`src/rtl/gbp_pkg.sv`:
```
package gbp_pkg;

  typedef enum logic [1:0] {
    IDX_GLOBAL = 2'd0,
    IDX_CONCAT = 2'd1,
    IDX_XOR    = 2'd2
  } idx_mode_e;

  localparam logic [1:0] CTR_RESET = 2'b01;

  function automatic int idx_width(idx_mode_e mode, int hist_w, int sel_w);
    return (mode == IDX_CONCAT) ? (sel_w + hist_w) : hist_w;
  endfunction

  function automatic logic [1:0] ctr_step(logic [1:0] c, logic taken);
    if (taken) return (c == 2'b11) ? c : c + 2'b01;
    else       return (c == 2'b00) ? c : c - 2'b01;
  endfunction

endpackage

```
`src/rtl/gbp_history.sv`:
```
module gbp_history #(
  parameter int HIST_W = 4
) (
  input  logic              clk,
  input  logic              rst,
  input  logic              upd,
  input  logic              outcome,
  output logic [HIST_W-1:0] hist
);
  logic [HIST_W-1:0] hist_q;

  always_ff @(posedge clk) begin
    if (rst)      hist_q <= '0;
    else if (upd) hist_q <= {hist_q[HIST_W-2:0], outcome};
  end

  assign hist = hist_q;
endmodule

```
`src/rtl/gbp_index_hash.sv`:
```
module gbp_index_hash #(
  parameter gbp_pkg::idx_mode_e MODE = gbp_pkg::IDX_XOR,
  parameter int ADDR_W = 16,
  parameter int HIST_W = 4,
  parameter int SEL_W  = 4,
  localparam int IDX_W = gbp_pkg::idx_width(MODE, HIST_W, SEL_W)
) (
  input  logic [ADDR_W-1:0] addr,
  input  logic [HIST_W-1:0] hist,
  output logic [IDX_W-1:0]  idx
);
  logic addr_unused;
  assign addr_unused = ^addr;

  generate
    if (MODE == gbp_pkg::IDX_GLOBAL) begin : g_global
      assign idx = hist;
    end else if (MODE == gbp_pkg::IDX_CONCAT) begin : g_concat
      assign idx = {addr[SEL_W-1:0], hist};
    end else begin : g_xor
      assign idx = addr[HIST_W-1:0] ^ hist;
    end
  endgenerate
endmodule

```
`src/rtl/gbp_counter_table.sv`:
```
module gbp_counter_table #(
  parameter int IDX_W = 4,
  localparam int DEPTH = 1 << IDX_W
) (
  input  logic             clk,
  input  logic             rst,
  input  logic [IDX_W-1:0] rd_idx,
  output logic [1:0]       rd_ctr,
  input  logic             wr_en,
  input  logic             wr_taken,
  input  logic [IDX_W-1:0] wr_idx,
  output logic [1:0]       wr_old
);
  logic [1:0] ctr_q [DEPTH];

  assign rd_ctr = ctr_q[rd_idx];
  assign wr_old = ctr_q[wr_idx];

  always_ff @(posedge clk) begin
    if (rst) begin
      for (int i = 0; i < DEPTH; i++) ctr_q[i] <= gbp_pkg::CTR_RESET;
    end else if (wr_en) begin
      ctr_q[wr_idx] <= gbp_pkg::ctr_step(wr_old, wr_taken);
    end
  end
endmodule

```
`src/rtl/gbp_predictor.sv`:
```
module gbp_predictor #(
  parameter gbp_pkg::idx_mode_e MODE = gbp_pkg::IDX_XOR,
  parameter int ADDR_W = 16,
  parameter int HIST_W = 4,
  parameter int SEL_W  = 4,
  localparam int IDX_W = gbp_pkg::idx_width(MODE, HIST_W, SEL_W)
) (
  input  logic              clk,
  input  logic              rst,
  input  logic [ADDR_W-1:0] lk_addr,
  output logic              lk_taken,
  output logic [IDX_W-1:0]  lk_index,
  input  logic              rs_valid,
  input  logic              rs_taken,
  input  logic [IDX_W-1:0]  rs_index
);
  logic [HIST_W-1:0] hist;
  logic [1:0]        lk_ctr;
  logic [1:0]        rs_ctr;

  gbp_history #(.HIST_W(HIST_W)) u_hist (
    .clk(clk), .rst(rst), .upd(rs_valid), .outcome(rs_taken), .hist(hist)
  );

  gbp_index_hash #(.MODE(MODE), .ADDR_W(ADDR_W), .HIST_W(HIST_W), .SEL_W(SEL_W)) u_hash (
    .addr(lk_addr), .hist(hist), .idx(lk_index)
  );

  gbp_counter_table #(.IDX_W(IDX_W)) u_tbl (
    .clk(clk), .rst(rst),
    .rd_idx(lk_index), .rd_ctr(lk_ctr),
    .wr_en(rs_valid), .wr_taken(rs_taken), .wr_idx(rs_index), .wr_old(rs_ctr)
  );

  assign lk_taken = lk_ctr[1];
endmodule

```
`config.mk`:
```
export PLATFORM = sky130hd
export DESIGN_NAME = gbp_predictor
export DESIGN_NICKNAME = d
export VERILOG_FILES = /design/src/rtl/gbp_pkg.sv /design/src/rtl/gbp_history.sv /design/src/rtl/gbp_index_hash.sv /design/src/rtl/gbp_counter_table.sv /design/src/rtl/gbp_predictor.sv
export SDC_FILE = /design/constraint.sdc
export NUM_CORES = 1
export LEC_CHECK = 0
export BUFFER_PORTS_ARGS = -buffer_cell sky130_fd_sc_hd__buf_2
export CAP_MARGIN = 20
export CORE_MARGIN = 2
export CORE_UTILIZATION = 53
export CTS_BUF_LIST = sky130_fd_sc_hd__clkbuf_4
export CTS_CLUSTER_SIZE = 30
export DETAILED_ROUTE_END_ITERATION = 8
export PLACE_DENSITY = 0.81
export RECOVER_POWER = 25
export SLEW_MARGIN = 10
export SYNTH_ARGS = -nofsm -noshare
export SYNTH_HDL_FRONTEND = slang
export SYNTH_SLANG_ARGS = --single-unit
export TNS_END_PERCENT = 50
```
`constraint.sdc`:
```
create_clock -name clk -period 1.92 [get_ports clk]
set_input_delay 0.192 -clock clk [delete_from_list [all_inputs] [get_ports clk]]
set_output_delay 0.192 -clock clk [all_outputs]
set_load 0.01 [all_outputs]
```
# Word-level counts from Yosys, hierarchy flattened
# Memory sizes are Yosys's and may differ from the RTL's.
# Index checks and enable logic that the tools add are counted.
# Widths: inputs -> output; s select.
[op_classes] addsub=2 eq_ne=1 mux=13 n_bitwise=1 n_reduce_logical=2
[ops] cell="$mux 2" n=6
[ops] cell="$mux 1" n=6
[ops] cell="$mux 4" n=1
[ops] cell="$xor 4x4->4" n=1
[ops] cell="$add 2x1->2 const B" n=1
[ops] cell="$eq 2x2->1 const B" n=1
[ops] cell="$logic_not 2->1" n=1
[ops] cell="$reduce_or 2->1" n=1
[ops] cell="$sub 2x1->2 const B" n=1
[totals] ram_bits=32 elab_cells=21 output_inout_bits=5 register_bits=4 inputBits=24 n_memories=1
[mem_list] name="u_tbl.ctr_q" depth=16 word_bits=2 rd=2 rd_ports_with_merged_regs=0 write_ports=16 line_no="gbp_counter_table.sv:14" source="logic [1:0] ctr_q [DEPTH];"

# Logic depth before layout (Yosys ltp)
# Gate-level depths: netlist (run 1).
# An unclocked memory read counts as a cell.
[depth] word_depth=7 ltp_mapped=8 depth_no_buf=5

# Hierarchy
# Synthesis (run 1) repeated with hierarchy kept, for this count alone.
[hier_totals] hier_cells=171 hier_area_um2=2108.3
[by_module_without_submodules] mod="gbp_counter_table" seq_area_each_um2=960.9 cells_each=154 area_each_um2=1933.1 instances=1
[by_module_without_submodules] mod="gbp_history" seq_area_each_um2=80.1 cells_each=13 area_each_um2=140.1 instances=1
[by_module_without_submodules] mod="gbp_index_hash" seq_area_each_um2=0.0 cells_each=4 area_each_um2=35.0 instances=1

# Worst setup path before layout (run 1)
# No wires, ideal clock.
[synth_timing] kind="register -> output" startpoint="register u_hist.hist_q[0], in the netlist u_hist.hist[0]" endpoint="output lk_taken" setup_slack_ps=-58 stages_incl_launch_ff=6 n_path_buf=0 t_arrival_ps=1786 path_cell_list="dfxtp_1 xnor2_1 mux4_2 nor2b_1 a211oi_1 a21oi_1"
[synth_via] elab_chain_len=2
[synth_lines] item="from (decl)" line_no="gbp_history.sv:10" source="logic [HIST_W-1:0] hist_q;"
[synth_lines] item="from (signal assigned)" line_no="gbp_history.sv:14" source="else if (upd) hist_q <= {hist_q[HIST_W-2:0], outcome};"
[synth_lines] item="$xor 4x4->4" line_no="gbp_index_hash.sv:21" source="assign idx = addr[HIST_W-1:0] ^ hist;"
[synth_lines] item="$mem_v2 16x2"
[synth_lines] item="to (decl)" line_no="gbp_predictor.sv:11" source="output logic lk_taken,"
# Every way passes these cells.

# Worst setup path in the final report (run 1)
# Same ends and word-level chain as after synthesis.

==> results.txt, run 1 <==
Crit Reg-Reg Startpoint - u_tbl.ctr_q[1][1]
data arrival time of the worst path - 2.05 ns
Synth Cell Area - 2040 um^2
fill cell count - 269
Layout area overhead - 21.9%
Via density - 6.08
failing checks - negative setup slack
outcome - complete, but fails checks
FF-to-FF path depth - 5
Final Non-Filler Cells - 251
Final Max Slew Viols - 0
Pre-Repair DR Iteration Count - 4
NetSw - 460 uW
Clk pwr share - 25.3%
Comb pwr share - 21.4%
RSZ-0062 raised after global routing - yes
Peak Freq - 0.447 GHz
ANT cells - 0
Max Cap Viol - 0
Yosys cell types - 32
PortBufs - 16
initial antenna violation count - 0
Routed WL per cell - 19.8 um
All-Layer GR Usage - 25.6%
min-delay src - rs_taken
die height - 66.1 um
synth top area cells - edfxtp_1 (47%), mux4_2 (9.9%), nand2b_1 (4.0%), dfxtp_1 (3.9%), mux4_1 (3.9%)
worst setup path startpoint - u_hist.hist[0]
final worst slack - -0.319 ns
asr flop ratio synth - 0%
CTS root buffer - clkbuf_4
crit end category - output pin
Via Count - 1,525
H-tree levels - 2
GP Congestion - 0.957
Num CTS Buffers - 5
count leader, synth - edfxtp_1
io pins - 29
Critical Path RT - 1.73 ns
pin count of the biggest net entering global routing - 17
worst hold endpoint - u_hist.hist[0]
total power after layout - 1660 uW
Max IR drop VDD - 369 uV
Final Critical Period - 2.24 ns
Yosys Warn Count - 0
Hold Path Stages - 3
top_reg_cell synth - edfxtp_1
Yosys top cell by area - edfxtp_1
power per cell area - 669 nW/um^2
Critical Path Fanout Max - 4
clock sink count - 36
row cnt - 22
Die ar. - 4360 um^2
post-cts hold buffer count - 0
CTS tree - done
setup violators final - 30
final setup TNS - -1.76 ns
LEAKAGE - 0.000849 uW
Reg power frac - 53.2%
Reg clk slew, reported paths - 0.12 ns
r2r endpoint - u_tbl.ctr_q[2][0]
Sw Share - 27.7%
GRT overflow - 0
sequential share of the synthesized area - 51.0%
Setup crit start kind - flip-flop
Hold Vio Cnt, Final - 0
area share of the largest cell type after synthesis - 47.1%
Final nets - 226
synthesis-stage register bit count - 36
core area - 3690 um^2
die width - 66.1 um
clock latency on the worst-skew pair - 0.36 ns
ANT nets after route - 0
min-delay worst type - primary input to flip-flop
Core Util, Final - 67.5%
Starting Density - 55.3%
clk_skew - 0.0163 ns
Post-DP HPWL - 3.28 mm
Max clock buf depth - 2
Power Internal - 1200 uW
critical path class - flip-flop to output pin
wire length of the first global-routing pass - 7.87 mm
Post-Syn Nets - 192
Placed Cells - 238
share of cells above drive strength 1 - 44.3%
Reg2Reg Setup Slack - -0.08 ns
pre-CTS WS - -0.220 ns
slew at the pin with the worst max-slew slack - 0.389 ns
synthesized area per cell - 12.1 um^2
total routed wirelength - 4.97 mm
DRT iter0 DRCs - 187
# DRC - 0
cell count after synthesis - 168
final period utilization - 117%
Slew HR - 73.8%
commonest cells in the netlist - edfxtp_1 (32), nand2_1 (21), nand3_1 (14)
vias in the first global route - 1,582
EDFF count, synth - 32
-- metal layers --
metal	global-route usage, %	wire length [um]	vias to the layer above	part of all wire (%)
li1	-	-	682	-
met1	30.3	1840	755	37
met2	43.3	2620	82	53
met3	7.16	442	6	8.9
met4	11.5	66	0	1.3
met5	0	0	-	0
-- sequential cells by signal (all words and copies together), names as in the netlist --
signal       cells
u_tbl.ctr_q     32
u_hist.hist      4
-- layout make-up --
type                       count  area (um^2)  share of cell area [%]
tap                           48         60.1                    2.41
clock buffer                   7         52.6                    2.11
timing repair buffer          39          288                    11.6
sequential                    36         1040                    42.0
inverter                       2         7.51                   0.302
multi-input combinational    118         1030                    41.5
clock inverter                 1         3.75                   0.151
-- how the worst max path moves through the flow --
stage                              end  slack, ns  cells past startpoint
floorplan            u_tbl.ctr_q[4][0]       0.03                      7
global placement    u_tbl.ctr_q[12][1]      -0.17                      6
detailed placement  u_tbl.ctr_q[12][1]      -0.22                      6
CTS                           lk_taken      -0.31                      6
global route                  lk_taken      -0.40                      6
finish                        lk_taken      -0.32                      6
-- metrics by stage --
stage / instance area (um^2) / hold WS, ns
2_1_floorplan: 2050 / 0.339
3_3_place_gp: 2260 / 0.446
3_5_place_dp: 2260 / 0.462
4_1_cts: 2470 / 0.134
5_1_grt: 2490 / 0.168
6_report: 2490 / 0.139
-- logic make-up after synthesis --
group	share of synthesized area, %
buffers and inverters	4.41
xor gates and xnor gates	1.72
AOI/OAI and AO/OA	1.84
adders and majority gates	1.35
DFF	51.0
and+or+nand+nor	23.4
muxes	16.2
-- timing repair --
action / CTS / global route
setup endpoints to repair: 33 / 33
resized for setup: 19 / 7
setup buffers: 4 / 0
pin swaps: 12 / 1
gates cloned: 1 / 0
-- power by group through the flow --
stage	combinational [uW]	sequential, uW	clock (uW)
floorplan	198	896	0
global placement	270	901	0
detailed placement	281	903	0
CTS	346	886	425
global route	377	889	456
finish	357	886	422
-- critical path: stages, from the launching register on --
cell	delay [ns]
dfxtp_4	0.38
xnor2_4	0.19
buf_6	0.16
mux4_2	0.51
a211oi_2	0.23
a21oi_1	0.07
buf_2	0.15
-- placed cells by master, fill, tap and decap left out, types with 2 or more instances in the layout --
master | synthesis | layout
nand4_1 | 2 | 2
nand3_2 | 0 | 6
buf_2 | 3 | 14
or2_2 | 3 | 3
xor2_1 | 3 | 3
buf_12 | 0 | 3
mux4_1 | 3 | 2
inv_1 | 2 | 2
clkbuf_1 | 5 | 3
nand2b_1 | 13 | 13
dfxtp_1 | 4 | 3
a31o_2 | 2 | 2
nor2_1 | 10 | 9
clkbuf_4 | 0 | 7
nand3_1 | 14 | 8
nand2_1 | 21 | 21
nor2_2 | 11 | 7
nor3_2 | 0 | 2
nor2b_1 | 4 | 4
maj3_4 | 2 | 3
edfxtp_1 | 32 | 32
mux2i_1 | 5 | 5
nor2_4 | 0 | 5
mux4_2 | 9 | 10
buf_4 | 2 | 18
Note: power is estimated with default switching activity, not from simulation.
==> inputs of run 2 (changes only) <==
--- a/config.mk
+++ b/config.mk
@@ -10,6 +10,7 @@
 export CORE_MARGIN = 2
 export CORE_UTILIZATION = 53
 export CTS_BUF_LIST = sky130_fd_sc_hd__clkbuf_4
+export CTS_CLUSTER_DIAMETER = 50
 export CTS_CLUSTER_SIZE = 30
 export DETAILED_ROUTE_END_ITERATION = 8
 export PLACE_DENSITY = 0.81
@@ -18,4 +19,4 @@
 export SYNTH_ARGS = -nofsm -noshare
 export SYNTH_HDL_FRONTEND = slang
 export SYNTH_SLANG_ARGS = --single-unit
-export TNS_END_PERCENT = 50
+export TNS_END_PERCENT = 5
==> run 2 against run 1 <==
The run still ends with negative setup slack left. Critical path depth unchanged. Wire length down 6.5%. Clock skew down 0.0042 ns. Largest power group unchanged.
==> results.txt, run 2 (synthesis results as in run 1) <==
outcome - complete, but fails checks
failing checks - negative setup slack
Core Util, Final - 64.1%
Via density - 5.96
die height - 66.1 um
Max clock buf depth - 2
Pre-Repair DR Iteration Count - 4
Reg clk slew, reported paths - 0.11 ns
leading cell type in the layout, fill and taps excluded - edfxtp_1
row cnt - 22
Final Critical Period - 2.24 ns
PortBufs - 16
final worst slack - -0.319 ns
LEAKAGE - 0.000824 uW
CTS root buffer - clkbuf_4
Hold Vio Cnt, Final - 0
power per cell area - 682 nW/um^2
min-delay worst type - primary input to flip-flop
Final Max Slew Viols - 0
Critical Path RT - 1.73 ns
pin count of the biggest net entering global routing - 17
Routed WL per cell - 18.7 um
Comb pwr share - 18.7%
final period utilization - 117%
Die ar. - 4360 um^2
io pins - 29
critical path class - flip-flop to output pin
Setup crit start kind - flip-flop
Max IR drop VDD - 380 uV
wire length of the first global-routing pass - 7.38 mm
data arrival time of the worst path - 2.05 ns
clk_skew - 0.0121 ns
Sw Share - 27.0%
Placed Cells - 238
GP Congestion - 0.957
crit end category - output pin
Reg2Reg Setup Slack - -0.08 ns
total power after layout - 1610 uW
NetSw - 435 uW
Largest register FFs - 32
post-cts hold buffer count - 0
Reg power frac - 54.9%
Starting Density - 55.3%
Peak Freq - 0.447 GHz
cell area after layout - 2360 um^2
Final Non-Filler Cells - 248
Power Internal - 1180 uW
clock sink count - 36
core area - 3690 um^2
Clk pwr share - 26.4%
Critical Path Fanout Max - 4
Top reg by flops - u_tbl.ctr_q
total routed wirelength - 4.64 mm
initial antenna violation count - 0
H-tree levels - 2
WHS - 0.130 ns
Post-DP HPWL - 3.28 mm
clock latency on the worst-skew pair - 0.35 ns
# DRC - 0
ANT nets after route - 0
setup violators final - 31
Final nets - 223
vias in the first global route - 1,518
die width - 66.1 um
ANT cells - 0
share of cells above drive strength 1 - 39.0%
slew at the pin with the worst max-slew slack - 0.411 ns
commonest non-fill, non-tap cells in the layout - edfxtp_1 (32), nand2_1 (21), buf_4 (19)
dpl cell area - 2260 um^2
DRT iter0 DRCs - 172
Max Cap Viol - 0
Slew HR - 72.4%
Num CTS Buffers - 5
RSZ-0062 raised after global routing - yes
CTS tree - done
All-Layer GR Usage - 23.9%
GRT overflow - 0
fill cell count - 294
Via Count - 1,477
Layout area overhead - 15.9%
[run 2: metrics by stage]
| step | setup TNS, ns | setup WS, ns |
|---|---|---|
| after floorplan | 0 | 0.0347 |
| after global placement | -4.29 | -0.173 |
| after detailed placement | -5.74 | -0.220 |
| after CTS | -1.83 | -0.314 |
| after global routing | -3.51 | -0.400 |
| final | -1.76 | -0.319 |
[run 2: path summary, 6_finish.rpt]
path                      from                  to  cells after the start
min reg2reg     u_hist.hist[3]      u_hist.hist[3]                      2
max             u_hist.hist[0]            lk_taken                      6
max reg2reg  u_tbl.ctr_q[1][1]  u_tbl.ctr_q[12][1]                      5
min                   rs_taken      u_hist.hist[0]                      3
[run 2: critical path: stages (launching register included)]
cell	delay, ns
dfxtp_4	0.38
xnor2_4	0.19
buf_6	0.16
mux4_2	0.51
a211oi_2	0.23
a21oi_1	0.07
buf_2	0.15
[run 2: cell type report]
| type | instances | area [um^2] | area share (%) |
|---|---|---|---|
| Clock inverter | 1 | 3.75 | 0.159 |
| Tap cell | 48 | 60.1 | 2.54 |
| Sequential cell | 36 | 1040 | 44.2 |
| Clock buffer | 7 | 52.6 | 2.22 |
| Inverter | 2 | 7.51 | 0.317 |
| Timing Repair Buffer | 37 | 253 | 10.7 |
| Multi-Input combinational cell | 117 | 943 | 39.9 |
[run 2: metal layers]
| metal | global-route usage (%) | wire length (um) | part of all wire [%] | vias up |
|---|---|---|---|---|
| li1 | - | - | - | 675 |
| met1 | 28.8 | 1750 | 38 | 708 |
| met2 | 41.0 | 2390 | 51 | 85 |
| met3 | 6.13 | 435 | 9.4 | 9 |
| met4 | 9.44 | 65 | 1.4 | 0 |
| met5 | 0 | 0 | 0 | - |
[run 2: power by group through the flow]
| stage | registers [uW] | logic, uW | clock network [uW] |
|---|---|---|---|
| 2_1_floorplan | 896 | 198 | 0 |
| 3_3_place_gp | 901 | 270 | 0 |
| 3_5_place_dp | 903 | 281 | 0 |
| 4_1_cts | 886 | 299 | 425 |
| 5_1_grt | 888 | 320 | 457 |
| 6_report | 886 | 302 | 425 |
[run 2: repair_timing]
item,CTS,global route
resized for setup,7,0
setup endpoints to repair,33,33
cloned,0,0
setup buffers,2,0
pin swaps,8,1
==> inputs of run 3 (changes only) <==
--- a/config.mk
+++ b/config.mk
@@ -15,6 +15,8 @@
 export DETAILED_ROUTE_END_ITERATION = 8
 export PLACE_DENSITY = 0.81
 export RECOVER_POWER = 25
+export SETUP_SLACK_MARGIN = 0.05
+export SKIP_LAST_GASP = 1
 export SLEW_MARGIN = 10
 export SYNTH_ARGS = -nofsm -noshare
 export SYNTH_HDL_FRONTEND = slang
==> run 3 against run 2 <==
The flow still finishes with violations (negative setup slack). Combinational power about the same. Via count rose by 0.54%. Clock power decreased by 2%. Count of clock-buffer cells in the layout did not move. Global-route usage decreased by 0.074 points. Cell count unchanged. Die area is the same. Sequential cell count unchanged. Worst hold slack better by 0.0032 ns. Design area down 0.42%. Clock skew hardly changed.
==> results.txt, run 3 (synthesis results as in run 1) <==
post-cts hold buffer count - 0
Layout area overhead - 15.4%
Setup crit start kind - flip-flop
ANT nets after route - 0
initial antenna violation count - 0
Pre-Repair DR Iteration Count - 4
PortBufs - 16
Clk pwr share - 26.1%
min-delay src - rs_taken
Top reg by flops - u_tbl.ctr_q
row cnt - 22
CTS root buffer - clkbuf_4
FF-to-FF path depth - 5
io pins - 29
min-delay worst type - primary input to flip-flop
vias in the first global route - 1,529
share of cells above drive strength 1 - 38.0%
total routed wirelength - 4.63 mm
crit end category - output pin
clock latency on the worst-skew pair - 0.35 ns
Final Max Slew Viols - 0
Critical Path Fanout Max - 4
GP Congestion - 0.957
Crit Reg-Reg Startpoint - u_tbl.ctr_q[1][1]
Reg2Reg Setup Slack - -0.17 ns
Critical Path RT - 1.73 ns
Post-DP HPWL - 3.28 mm
Die ar. - 4360 um^2
r2r endpoint - u_tbl.ctr_q[7][1]
# DRC - 0
final setup TNS - -4.54 ns
All-Layer GR Usage - 23.8%
Slew HR - 74.6%
Final Critical Period - 2.23 ns
final worst slack - -0.315 ns
Via Count - 1,485
H-tree levels - 2
NetSw - 429 uW
wire length of the first global-routing pass - 7.35 mm
pin count of the biggest net entering global routing - 17
die width - 66.1 um
setup violators final - 33
LEAKAGE - 0.000822 uW
GRT overflow - 0
Reg power frac - 55.3%
commonest non-fill, non-tap cells in the layout - edfxtp_1 (32), nand2_1 (21), buf_4 (19)
DRT iter0 DRCs - 210
outcome - complete, but fails checks
Num CTS Buffers - 5
Max clock buf depth - 2
critical path class - flip-flop to output pin
Starting Density - 55.3%
Sw Share - 26.8%
CTS tree - done
ANT cells - 0
leading cell type in the layout, fill and taps excluded - edfxtp_1
clock sink count - 36
slew at the pin with the worst max-slew slack - 0.378 ns
Power Internal - 1170 uW
Hold Path Stages - 3
power per cell area - 681 nW/um^2
Max Cap Viol - 0
Reg clk slew, reported paths - 0.11 ns
core area - 3690 um^2
clk_skew - 0.0123 ns
Placed Cells - 238
RSZ-0062 raised after global routing - yes
failing checks - negative setup slack
Hold Vio Cnt, Final - 0
die height - 66.1 um
Max IR drop VDD - 382 uV
final period utilization - 116%
worst hold endpoint - u_hist.hist[0]
Largest register FFs - 32
Routed WL per cell - 18.7 um
Final nets - 223
Comb pwr share - 18.6%
Via density - 5.99
Peak Freq - 0.447 GHz
data arrival time of the worst path - 2.04 ns
Final Non-Filler Cells - 248
-- run 3: worst max-delay path, cell delays in order, from the launching register on --
cell and delay [ns]:
dfxtp_4 0.38, xnor2_4 0.19, buf_6 0.16, mux4_2 0.51
a211oi_2 0.23, a21oi_1 0.07, buf_2 0.15
-- run 3: worst max-delay path by stage --
stage,from,endpoint,cells past startpoint
after floorplan,rs_index[1],u_tbl.ctr_q[4][0],7
after global placement,rs_index[0],u_tbl.ctr_q[12][1],6
after detailed placement,rs_index[0],u_tbl.ctr_q[12][1],6
after CTS,u_hist.hist[0],lk_taken,6
after global routing,u_hist.hist[0],lk_taken,6
final,u_hist.hist[0],lk_taken,6
-- run 3: power groups by stage --
| stage | sequential (uW) | combinational [uW] | clock, uW |
|---|---|---|---|
| global placement | 901 | 270 | 0 |
| global route | 888 | 316 | 457 |
| floorplan | 896 | 198 | 0 |
| finish | 886 | 299 | 418 |
| CTS | 886 | 295 | 425 |
| detailed placement | 903 | 281 | 0 |
-- run 3: metrics by stage --
step	worst slack, ns	utilization, %	area (um^2)	power, uW	hold WS (ns)
final	-0.315	63.8	2350	1600	0.133
after global routing	-0.400	63.8	2350	1660	0.162
after CTS	-0.314	63.9	2360	1610	0.134
after detailed placement	-0.220	61.3	2260	1180	0.462
after global placement	-0.173	61.3	2260	1170	0.446
after floorplan	0.0347	-	2050	1090	0.339
-- run 3: per-layer routing --
| layer | routed length [um] | part of all wire, % | track usage [%] | vias to the layer above |
|---|---|---|---|---|
| met3 | 388 | 8.4 | 6.47 | 16 |
| li1 | - | - | - | 673 |
| met4 | 151 | 3.3 | 11.2 | 0 |
| met2 | 2350 | 51 | 39.8 | 84 |
| met1 | 1740 | 37 | 28.7 | 712 |
| met5 | 0 | 0 | 0 | - |
-- run 3: final cells by class --
class                      count  area, um^2
fill                         295        1330
sequential                    36        1040
multi-input combinational    117         933
timing repair buffer          37         253
tap                           48        60.1
clock buffer                   7        52.6
inverter                       2        7.51
clock inverter                 1        3.75
-- run 3: what timing repair did --
item,CTS,global route
setup buffers,2,0
resized for setup,5,0
pin swaps,2,0
setup endpoints to repair,33,33
